==> config.mk <==
export PLATFORM = sky130hd
export DESIGN_NAME = sram_access_ctrl
export DESIGN_NICKNAME = d
export VERILOG_FILES = /design/src/rtl/sram_ctrl_pkg.sv /design/src/rtl/sram_ctrl_fsm.sv /design/src/rtl/sram_ctrl_datapath.sv /design/src/rtl/sram_access_ctrl.sv
export SDC_FILE = /design/constraint.sdc
export NUM_CORES = 1
export LEC_CHECK = 0
export BUFFER_PORTS_ARGS = -buffer_cell sky130_fd_sc_hd__buf_4
export CAP_MARGIN = 20
export CORE_UTILIZATION = 51
export DETAILED_ROUTE_END_ITERATION = 8
export GPL_TIMING_DRIVEN = 0
export PLACE_DENSITY = 0.85
export SETUP_SLACK_MARGIN = 0.02
export SLEW_MARGIN = 0
export SYNTH_ARGS = -nofsm -noshare
export SYNTH_HDL_FRONTEND = slang
export SYNTH_SLANG_ARGS = --single-unit
==> constraint.sdc <==
create_clock -name clk -period 3.6 [get_ports clk]
set_input_delay 0.72 -clock clk [delete_from_list [all_inputs] [get_ports clk]]
set_output_delay 0.72 -clock clk [all_outputs]
set_load 0.005 [all_outputs]
==> src/rtl/sram_ctrl_pkg.sv <==
package sram_ctrl_pkg;

  typedef enum logic [1:0] {
    ST_IDLE  = 2'd0,
    ST_READ  = 2'd1,
    ST_WRITE = 2'd2
  } ctrl_state_t;

  // Strobes handed from the sequencer to the datapath.
  // load/capture are same-cycle pulses; the pin fields are flop outputs.
  typedef struct packed {
    logic load;
    logic capture;
    logic csOn;
    logic oeOn;
    logic weOn;
    logic drvOn;
  } strobe_t;

  // Wait length in cycles: ceiling of time over period, at least one.
  function automatic int unsigned cyclesFor(input int unsigned timePs,
                                            input int unsigned clkPs);
    int unsigned c;
    c = (timePs + clkPs - 1) / clkPs;
    return (c == 0) ? 1 : c;
  endfunction

  function automatic int unsigned maxOf(input int unsigned a, input int unsigned b);
    return (a > b) ? a : b;
  endfunction

endpackage

==> src/rtl/sram_ctrl_fsm.sv <==
module sram_ctrl_fsm
  import sram_ctrl_pkg::*;
#(
  parameter int unsigned RD_LAST = 13,
  parameter int unsigned DRV_ON  = 5,
  parameter int unsigned WE_RISE = 13,
  parameter int unsigned CNT_W   = 4
) (
  input  logic    clk,
  input  logic    rstN,
  input  logic    req,
  input  logic    we,
  output strobe_t strb,
  output logic    done
);

  localparam logic [CNT_W-1:0] RD_LAST_C = CNT_W'(RD_LAST);
  localparam logic [CNT_W-1:0] DRV_ON_C  = CNT_W'(DRV_ON);
  localparam logic [CNT_W-1:0] WE_RISE_C = CNT_W'(WE_RISE);
  localparam logic [CNT_W-1:0] WE_FALL_C = CNT_W'(1);

  ctrl_state_t     stateQ, stateN;
  logic [CNT_W-1:0] cntQ, cntN;
  logic csQ, oeQ, weQ, drvQ, doneQ;
  logic csN, oeN, weN, drvN, doneN;
  logic accept, captureNow, finishWr;

  assign accept     = (stateQ == ST_IDLE) && req;
  assign captureNow = (stateQ == ST_READ) && (cntQ == RD_LAST_C);
  assign finishWr   = (stateQ == ST_WRITE) && (cntQ == WE_RISE_C);

  // Next state and phase counter
  always_comb begin
    stateN = stateQ;
    cntN   = cntQ;
    unique case (stateQ)
      ST_IDLE: begin
        if (req) begin
          stateN = we ? ST_WRITE : ST_READ;
          cntN   = '0;
        end
      end
      ST_READ: begin
        if (captureNow) stateN = ST_IDLE;
        else            cntN   = cntQ + 1'b1;
      end
      ST_WRITE: begin
        if (finishWr) stateN = ST_IDLE;
        else          cntN   = cntQ + 1'b1;
      end
      default: stateN = ST_IDLE;
    endcase
  end

  // Pin levels for the coming cycle, derived from next state and phase
  always_comb begin
    csN = 1'b0;
    oeN = 1'b0;
    weN = 1'b0;
    drvN = 1'b0;
    unique case (stateN)
      ST_READ: begin
        csN = 1'b1;
        oeN = 1'b1;
      end
      ST_WRITE: begin
        csN  = 1'b1;
        weN  = (cntN >= WE_FALL_C) && (cntN < WE_RISE_C);
        drvN = (cntN >= DRV_ON_C);
      end
      default: ;
    endcase
    doneN = captureNow || finishWr;
  end

  always_ff @(posedge clk or negedge rstN) begin
    if (!rstN) begin
      stateQ <= ST_IDLE;
      cntQ   <= '0;
      csQ    <= 1'b0;
      oeQ    <= 1'b0;
      weQ    <= 1'b0;
      drvQ   <= 1'b0;
      doneQ  <= 1'b0;
    end else begin
      stateQ <= stateN;
      cntQ   <= cntN;
      csQ    <= csN;
      oeQ    <= oeN;
      weQ    <= weN;
      drvQ   <= drvN;
      doneQ  <= doneN;
    end
  end

  assign strb.load    = accept;
  assign strb.capture = captureNow;
  assign strb.csOn    = csQ;
  assign strb.oeOn    = oeQ;
  assign strb.weOn    = weQ;
  assign strb.drvOn   = drvQ;
  assign done         = doneQ;

endmodule

==> src/rtl/sram_ctrl_datapath.sv <==
module sram_ctrl_datapath
  import sram_ctrl_pkg::*;
#(
  parameter int unsigned ADDR_W = 16,
  parameter int unsigned DATA_W = 8
) (
  input  logic              clk,
  input  logic              rstN,
  input  strobe_t           strb,
  input  logic [ADDR_W-1:0] hostAddr,
  input  logic [DATA_W-1:0] hostWdata,
  output logic [DATA_W-1:0] hostRdata,
  output logic [ADDR_W-1:0] ramAddr,
  output logic              ramCs1N,
  output logic              ramCs2,
  output logic              ramOeN,
  output logic              ramWeN,
  output logic [DATA_W-1:0] ramDout,
  output logic              ramDrvEn,
  input  logic [DATA_W-1:0] ramDin
);

  logic [ADDR_W-1:0] addrQ;
  logic [DATA_W-1:0] wdataQ;
  logic [DATA_W-1:0] rdataQ;

  // Address and write data are latched once per access and held
  always_ff @(posedge clk or negedge rstN) begin
    if (!rstN) begin
      addrQ  <= '0;
      wdataQ <= '0;
    end else if (strb.load) begin
      addrQ  <= hostAddr;
      wdataQ <= hostWdata;
    end
  end

  always_ff @(posedge clk or negedge rstN) begin
    if (!rstN)             rdataQ <= '0;
    else if (strb.capture) rdataQ <= ramDin;
  end

  // Pin polarity mapping; every source is a flop
  assign ramAddr   = addrQ;
  assign ramCs1N   = ~strb.csOn;
  assign ramCs2    = strb.csOn;
  assign ramOeN    = ~strb.oeOn;
  assign ramWeN    = ~strb.weOn;
  assign ramDout   = wdataQ;
  assign ramDrvEn  = strb.drvOn;
  assign hostRdata = rdataQ;

endmodule

==> src/rtl/sram_access_ctrl.sv <==
module sram_access_ctrl
  import sram_ctrl_pkg::*;
#(
  parameter int unsigned ADDR_W  = 16,
  parameter int unsigned DATA_W  = 8,
  parameter int unsigned CLK_PS  = 4000,
  parameter int unsigned T_RC_PS = 55000,
  parameter int unsigned T_AA_PS = 55000,
  parameter int unsigned T_OE_PS = 30000,
  parameter int unsigned T_WC_PS = 55000,
  parameter int unsigned T_CW_PS = 50000,
  parameter int unsigned T_AW_PS = 50000,
  parameter int unsigned T_WP_PS = 40000,
  parameter int unsigned T_DW_PS = 30000,
  parameter int unsigned T_OHZ_PS = 20000
) (
  input  logic              clk,
  input  logic              rstN,
  input  logic              hostReq,
  input  logic              hostWe,
  input  logic [ADDR_W-1:0] hostAddr,
  input  logic [DATA_W-1:0] hostWdata,
  output logic [DATA_W-1:0] hostRdata,
  output logic              hostDone,
  output logic [ADDR_W-1:0] ramAddr,
  output logic              ramCs1N,
  output logic              ramCs2,
  output logic              ramOeN,
  output logic              ramWeN,
  output logic [DATA_W-1:0] ramDout,
  output logic              ramDrvEn,
  input  logic [DATA_W-1:0] ramDin
);

  localparam int unsigned RC_CYC  = cyclesFor(T_RC_PS, CLK_PS);
  localparam int unsigned AA_CYC  = cyclesFor(T_AA_PS, CLK_PS);
  localparam int unsigned OE_CYC  = cyclesFor(T_OE_PS, CLK_PS);
  localparam int unsigned WC_CYC  = cyclesFor(T_WC_PS, CLK_PS);
  localparam int unsigned CW_CYC  = cyclesFor(T_CW_PS, CLK_PS);
  localparam int unsigned AW_CYC  = cyclesFor(T_AW_PS, CLK_PS);
  localparam int unsigned WP_CYC  = cyclesFor(T_WP_PS, CLK_PS);
  localparam int unsigned DW_CYC  = cyclesFor(T_DW_PS, CLK_PS);
  localparam int unsigned OHZ_CYC = cyclesFor(T_OHZ_PS, CLK_PS);

  // Read: phases 0..RD_LAST with outputs enabled, capture at the end
  localparam int unsigned RD_LAST = maxOf(maxOf(AA_CYC, OE_CYC), RC_CYC) - 1;
  // Write: driver on at phase DRV_ON, strobe high again at phase WE_RISE
  localparam int unsigned DRV_ON  = OHZ_CYC;
  localparam int unsigned WE_RISE = maxOf(maxOf(1 + WP_CYC, DRV_ON + DW_CYC),
                                          maxOf(maxOf(CW_CYC, AW_CYC), WC_CYC - 1));
  localparam int unsigned CNT_W   = $clog2(maxOf(RD_LAST, WE_RISE) + 2);

  strobe_t strb;

  sram_ctrl_fsm #(
    .RD_LAST(RD_LAST),
    .DRV_ON (DRV_ON),
    .WE_RISE(WE_RISE),
    .CNT_W  (CNT_W)
  ) u_fsm (
    .clk (clk),
    .rstN(rstN),
    .req (hostReq),
    .we  (hostWe),
    .strb(strb),
    .done(hostDone)
  );

  sram_ctrl_datapath #(
    .ADDR_W(ADDR_W),
    .DATA_W(DATA_W)
  ) u_datapath (
    .clk      (clk),
    .rstN     (rstN),
    .strb     (strb),
    .hostAddr (hostAddr),
    .hostWdata(hostWdata),
    .hostRdata(hostRdata),
    .ramAddr  (ramAddr),
    .ramCs1N  (ramCs1N),
    .ramCs2   (ramCs2),
    .ramOeN   (ramOeN),
    .ramWeN   (ramWeN),
    .ramDout  (ramDout),
    .ramDrvEn (ramDrvEn),
    .ramDin   (ramDin)
  );

endmodule

==> results of run 1 <==
[path summary, 6_finish.rpt]
| kind | start | endpoint | slack [ns] | cells after the start |
|---|---|---|---|---|
| worst max-delay path | u_fsm.cntQ[0]$_DFF_PN0_ | u_fsm.weQ$_DFF_PN0_ | 1.55 | 6 |
| worst min-delay path | rstN | u_datapath.hostRdata[3]$_DFFE_PN0P_ | 0.35 | 1 |
| worst max register to register | u_fsm.cntQ[0]$_DFF_PN0_ | u_fsm.weQ$_DFF_PN0_ | 1.55 | 6 |
| worst min register to register | u_datapath.hostRdata[5]$_DFFE_PN0P_ | u_datapath.hostRdata[5]$_DFFE_PN0P_ | 0.52 | 1 |
| max in group asynchronous | rstN | u_datapath.ramDout[1]$_DFFE_PN0P_ | 2.89 | 1 |
| min in group clk | u_datapath.hostRdata[5]$_DFFE_PN0P_ | u_datapath.hostRdata[5]$_DFFE_PN0P_ | 0.52 | 1 |
[kinds of logic (layout without fill, tap and decap cells)]
group           Yosys count  after routing
compound gates           10             10
fa+ha+maj                 4              4
xor+xnor                  2              2
simple gates             22             22
mux                      32             32
flops                    43             43
buf+inv                  13             93
[state kept, by name, indices dropped and copies added, names as in the netlist]
name / count
u_fsm.drvQ: 1
u_fsm.cntQ: 4
u_fsm.weQ: 1
u_datapath.hostRdata: 8
u_fsm.done: 1
u_fsm.oeQ: 1
u_datapath.ramAddr: 16
u_fsm.csQ: 1
u_datapath.ramDout: 8
u_fsm.stateQ: 2
[metal layers]
layer	track usage, %	vias to the layer above
met5	0	-
met4	11.75	0
met3	5.042	9
met2	34.72	64
met1	22.54	617
li1	-	596
[cell type report]
cell class                      instances  area [um2]
Sequential cell                        43        1076
Clock inverter                          1       30.03
Multi-Input combinational cell         70       670.6
Clock buffer                            6       41.29
Timing Repair Buffer                   73       548.0
Fill cell                             245       872.1
Tap cell                               46       57.56
Buffer                                  5       37.54
Inverter                                8       30.03
[through the flow]
stage / std cells / util [%]
final: 252 / 74.07
after global routing: 252 / 74.07
after CTS: 252 / 74.07
after detailed placement: 245 / 71.95
after global placement: 245 / 71.95
after floorplan: 126 / -
[placed cells by master, fill, tap and decap left out]
master      n
buf_4      73
dfrtp_1    43
mux2_2     32
inv_1       8
clkbuf_4    5
nand2_1     4
ha_1        4
nand3_1     3
or3_1       3
buf_2       3
buf_6       2
a21oi_1     2
nor2b_1     2
o21ai_0     2
nor2_1      2
a41oi_1     1
xnor2_1     1
nor4b_2     1
a211oi_1    1
nor3_1      1
nand3_2     1
a21o_1      1
xor2_4      1
and2_4      1
nor3_2      1
a311oi_2    1
a22oi_1     1
nand3b_1    1
o31ai_1     1
and3_1      1
nor3b_4     1
bufinv_16   1
clkbuf_1    1
[power breakdown]
| part | switching (W) | internal [W] |
|---|---|---|
| Sequential | 0.000126 | 0.000682 |
| Clock | 0.000138 | 0.000143 |
| Combinational | 0.000346 | 0.000516 |
| Total | 0.000609 | 0.00134 |
[critical path, cell delays in order (launching register included)]
cell,delay (ns)
dfrtp_1,0.51
ha_1,0.29
nand3_2,0.21
and2_4,0.24
a311oi_2,0.39
nand3_1,0.12
and3_1,0.19
==> reports/metrics.cfg, run 1 <==
[floorplan]
fp.dieH_um=61.65
io_pins=74
die_area_um2=3800
core_um2=3363
die_x_um=61.65
start_util_pct=53.94
std_cell_rows=21

[detailed_routing]
route.detailed.drc=0
wl_met2_um=1803
avgViaCountPerCell=5.103
wl_met3_um=228
wl_met1_um=1362
drtIter0Drc=29
first_pass_iters=4
vias=1286
top_layer_used=met4
wl_um=3489
ant_nets=0
wl_per_cell_um=13.85

[placement]
gp_congestion=0.7491
place_ws_ns=1.419
io_buffers=73
dp_hpwl_um=2579
place_area_um2=2420

[pwr]
p_per_area_nw_per_um2=782.9
power.leakage_nw=1.233
max-vdd-ir-drop_mv=0.4900
p_total_w=0.001950

[yosys]
synth_compound_gate_area_share_pct=4.069
synth_area_leaders=dfrtp_1 (59%), mux2_2 (20%), ha_1 (2.8%)
synth_seq_cells=43
synth_most_common_cell=dfrtp_1
synth_edf_count=0
async_flop_share_pct=100.0
syn-num-nets=166
muxShareOfSynthArea_pct=19.86
synthSimpleGateAreaFrac_pct=8.276
netlist_area_um2=1814
ys_seq_area_share_pct=59.31
synth_cell_types=29
synth_area_per_cell_um2=14.40
synthAdderAreaFrac_pct=2.759
yosysWarningCount=0
synth_top_family_by_area=multiplexers
yosys.area.top_type=dfrtp_1
synth-main-ff-cell=dfrtp_1
synth-xor-area-share_pct=2.000
synth_top_area_share_pct=59.31
synth_cells=126
synthTopCellsByCount=dfrtp_1 (43), mux2_2 (32), inv_1 (8), ha_1 (4), nand2_1 (4)

[critical_path]
cp.required_ns=3.84
cp-end-kind=flop
start_kind=flop
worst-endpoint-arrival_ns=2.29
crit_type=reg -> reg
cp_max_fo=8

[timing]
hold_ws_ns=0.3469
fmax_mhz=488.9
setup_violations=0
fin_crit_ns=2.046
fin_setup_tns_ns=0
worst_slack_ns=1.554
tightest_slew_ns=0.5311
rsz0062_at_grt=no
slew_viol_final=0
hold_viol=0
slew_headroom_pct=64.59
period_share_pct=56.82
clock-skew-final_ns=0.01381

[grt]
grt_usage_pct=20.13
antenna_found_initial=0
grt_first_pass_wirelength_um=5333
grt_pass1_vias=1241
grt_max_degree=44
gr-total-overflow=0

[clock_tree]
cts_resized=0
ctsLongestPathBuffers=2
ctsHoldBuffers=0
cts-htree-levels=2
post_cts_buffers=0
clock-sinks=43
root_buffer=clkbuf_4
clk_pin_slew_ns=0.12
clkLatencyLatePin_ns=0.34
cts_tree=yes
cts_buffers=5

[finish]
diodes=0
drive_above_1_share_pct=59.71
fin_nets=246
fin_area_um2=2491
area_delta_synth_final_pct=37.31

[min_path]
timing.hold.worst.class=in -> async

[run]
drv_cap=0

[outcome]
run_status=complete, no violations

(Power assumes the default switching activity.)
==> run 2, diff against run 1 <==
Settings changed: CORE_UTILIZATION 51 to 47, PLACE_DENSITY 0.85 to 0.79.
Clock period 3.6 ns to 1.9 ns, I/O delays scaled along.
==> reports/metrics.cfg, run 2 (synthesis gave the netlist of run 1 again) <==
[outcome]
run_status=complete, no violations

[timing]
slew_headroom_pct=64.56  ; about the same
clock-skew-final_ns=0.002498  ; -0.01131 ns
hold_ws_ns=0.07081  ; -0.2761 ns
fmax_mhz=553.1  ; +13%
slew_viol_final=0  ; unchanged
tightest_slew_ns=0.5316  ; +0.0005350 ns
worst_slack_ns=0.09203  ; -1.462 ns
fin_crit_ns=1.808  ; -0.2376 ns
period_share_pct=95.16  ; +38 points
setup_violations=0  ; unchanged
hold_viol=0  ; unchanged
rsz0062_at_grt=yes

[floorplan]
die_x_um=64.13  ; +4.0%
core_um2=3689  ; +9.7%
start_util_pct=49.19  ; -4.8 points
io_pins=74  ; unchanged
std_cell_rows=22  ; +4.8%
fp.dieH_um=64.13  ; +4.0%
die_area_um2=4113  ; +8.2%

[critical_path]
cp.required_ns=2.09  ; -1.75 ns
cp_max_fo=8  ; unchanged
crit_type=reg -> reg
cp-end-kind=flop
start_kind=flop
reg2reg_depth=5  ; -1
worst-endpoint-arrival_ns=1.99  ; -0.30 ns

[detailed_routing]
avgViaCountPerCell=5.031  ; -1.4%
wl_per_cell_um=14.26  ; +3.0%
drtIter0Drc=35  ; +21%
route.detailed.drc=0  ; unchanged
first_pass_iters=4  ; unchanged
wl_um=3665  ; +5.0%
ant_nets=0  ; unchanged
vias=1293  ; +0.54%

[pwr]
p_per_area_nw_per_um2=1509  ; +93%
power.leakage_nw=1.259  ; +2.1%
p_total_w=0.003893  ; +100%
max-vdd-ir-drop_mv=0.8973  ; +83%

[min_path]
timing.hold.worst.class=in -> async

[finish]
fin_nets=248  ; +0.81%
area_delta_synth_final_pct=42.21
n_fill_cell=293  ; +20%
largest_register_ff_count=16  ; unchanged
diodes=0  ; unchanged
drive_above_1_share_pct=61.72  ; +2.0 points
layout_common_cells=buf_4 (75), dfrtp_1 (42), mux2_2 (32)
layout_commonest_cell=buf_4

[clock_tree]
cts_tree=yes
ctsLongestPathBuffers=2  ; unchanged
clk_pin_slew_ns=0.07  ; -0.05 ns
ctsHoldBuffers=0  ; unchanged
cts_buffers=5  ; unchanged
clkLatencyLatePin_ns=0.29  ; -0.05 ns
cts-htree-levels=2  ; unchanged
root_buffer=clkbuf_8
clock-sinks=43  ; unchanged

[run]
drv_cap=0  ; unchanged

[grt]
grt_usage_pct=18.89  ; -1.2 points
gr-total-overflow=0  ; unchanged
grt_first_pass_wirelength_um=5837  ; +9.5%
antenna_found_initial=0  ; unchanged
grt_pass1_vias=1312  ; +5.7%
grt_max_degree=44  ; unchanged

[placement]
dp_hpwl_um=2693  ; +4.4%
place_ws_ns=-0.002691  ; -1.422 ns
io_buffers=73  ; unchanged
gp_congestion=0.7555  ; +0.85%

[run 2: cell types whose count changed in the layout (fill, tap and decap cells not counted), sizes merged]
| cell | before | now |
|---|---|---|
| clkbuf | 6 | 9 |
| buf | 78 | 79 |
| bufinv | 1 | 0 |
[run 2: path summary, 6_finish.rpt]
kind	from	endpoint	slack, ns
min in group clk	hostAddr[2]	u_datapath.ramAddr[2]$_DFFE_PN0P_	0.32
setup / recovery	u_fsm.cntQ[0]$_DFF_PN0_	u_fsm.weQ$_DFF_PN0_	0.09
hold / removal	rstN	u_datapath.hostRdata[5]$_DFFE_PN0P_	0.07
setup reg to reg	u_fsm.cntQ[0]$_DFF_PN0_	u_fsm.weQ$_DFF_PN0_	0.09
hold reg to reg	u_datapath.ramAddr[11]$_DFFE_PN0P_	u_datapath.ramAddr[11]$_DFFE_PN0P_	0.51
max in group asynchronous	rstN	u_fsm.cntQ[0]$_DFF_PN0_	1.44
[run 2: critical path: stages, from the launching register on]
cell and delay, ns:
dfrtp_2 0.47, ha_2 0.24, nor4b_2 0.31, nor3_1 0.13, or3_1 0.38, and3_1 0.18
[run 2: layout make-up]
type | count | area [um2] | area share, %
Buffer | 5 | 46.29 | 1.794
Clock buffer | 8 | 100.1 | 3.880
Inverter | 8 | 30.03 | 1.164
Multi-Input combinational cell | 70 | 703.2 | 27.26
Sequential cell | 43 | 1077 | 41.76
Tap cell | 48 | 60.06 | 2.328
Timing Repair Buffer | 75 | 563.0 | 21.82
[run 2: metal layers]
layer / up-vias / wire length, um / GRT usage, %
met3: 5 / 201 / 5.357
li1: 602 / - / -
met1: 640 / 1429 / 20.95
met5: - / 0 / 0
met4: 0 / 42 / 5.000
met2: 46 / 1992 / 35.11
[run 2: power by group]
group	switching, W	internal [W]	total [W]
Clock	0.000285	0.000331	0.000617
Sequential	0.000227	0.00130	0.00152
Combinational	0.000713	0.00104	0.00175
[run 2: timing repair]
item                                    CTS  global route
endpoints found under the setup margin    2            11
pin swaps                                 0             2
buffers inserted                          0             2
gates resized for setup                   2             7
[run 2: metrics by stage]
stage	setup TNS (ns)	instance area, um2	utilization [%]	instances
floorplan	0	1814	-	126
detailed placement	-0.002691	2422	65.67	247
finish	0	2580	69.95	257
global route	0	2580	69.95	257
CTS	-0.007128	2526	68.49	255
global placement	0	2422	65.67	247
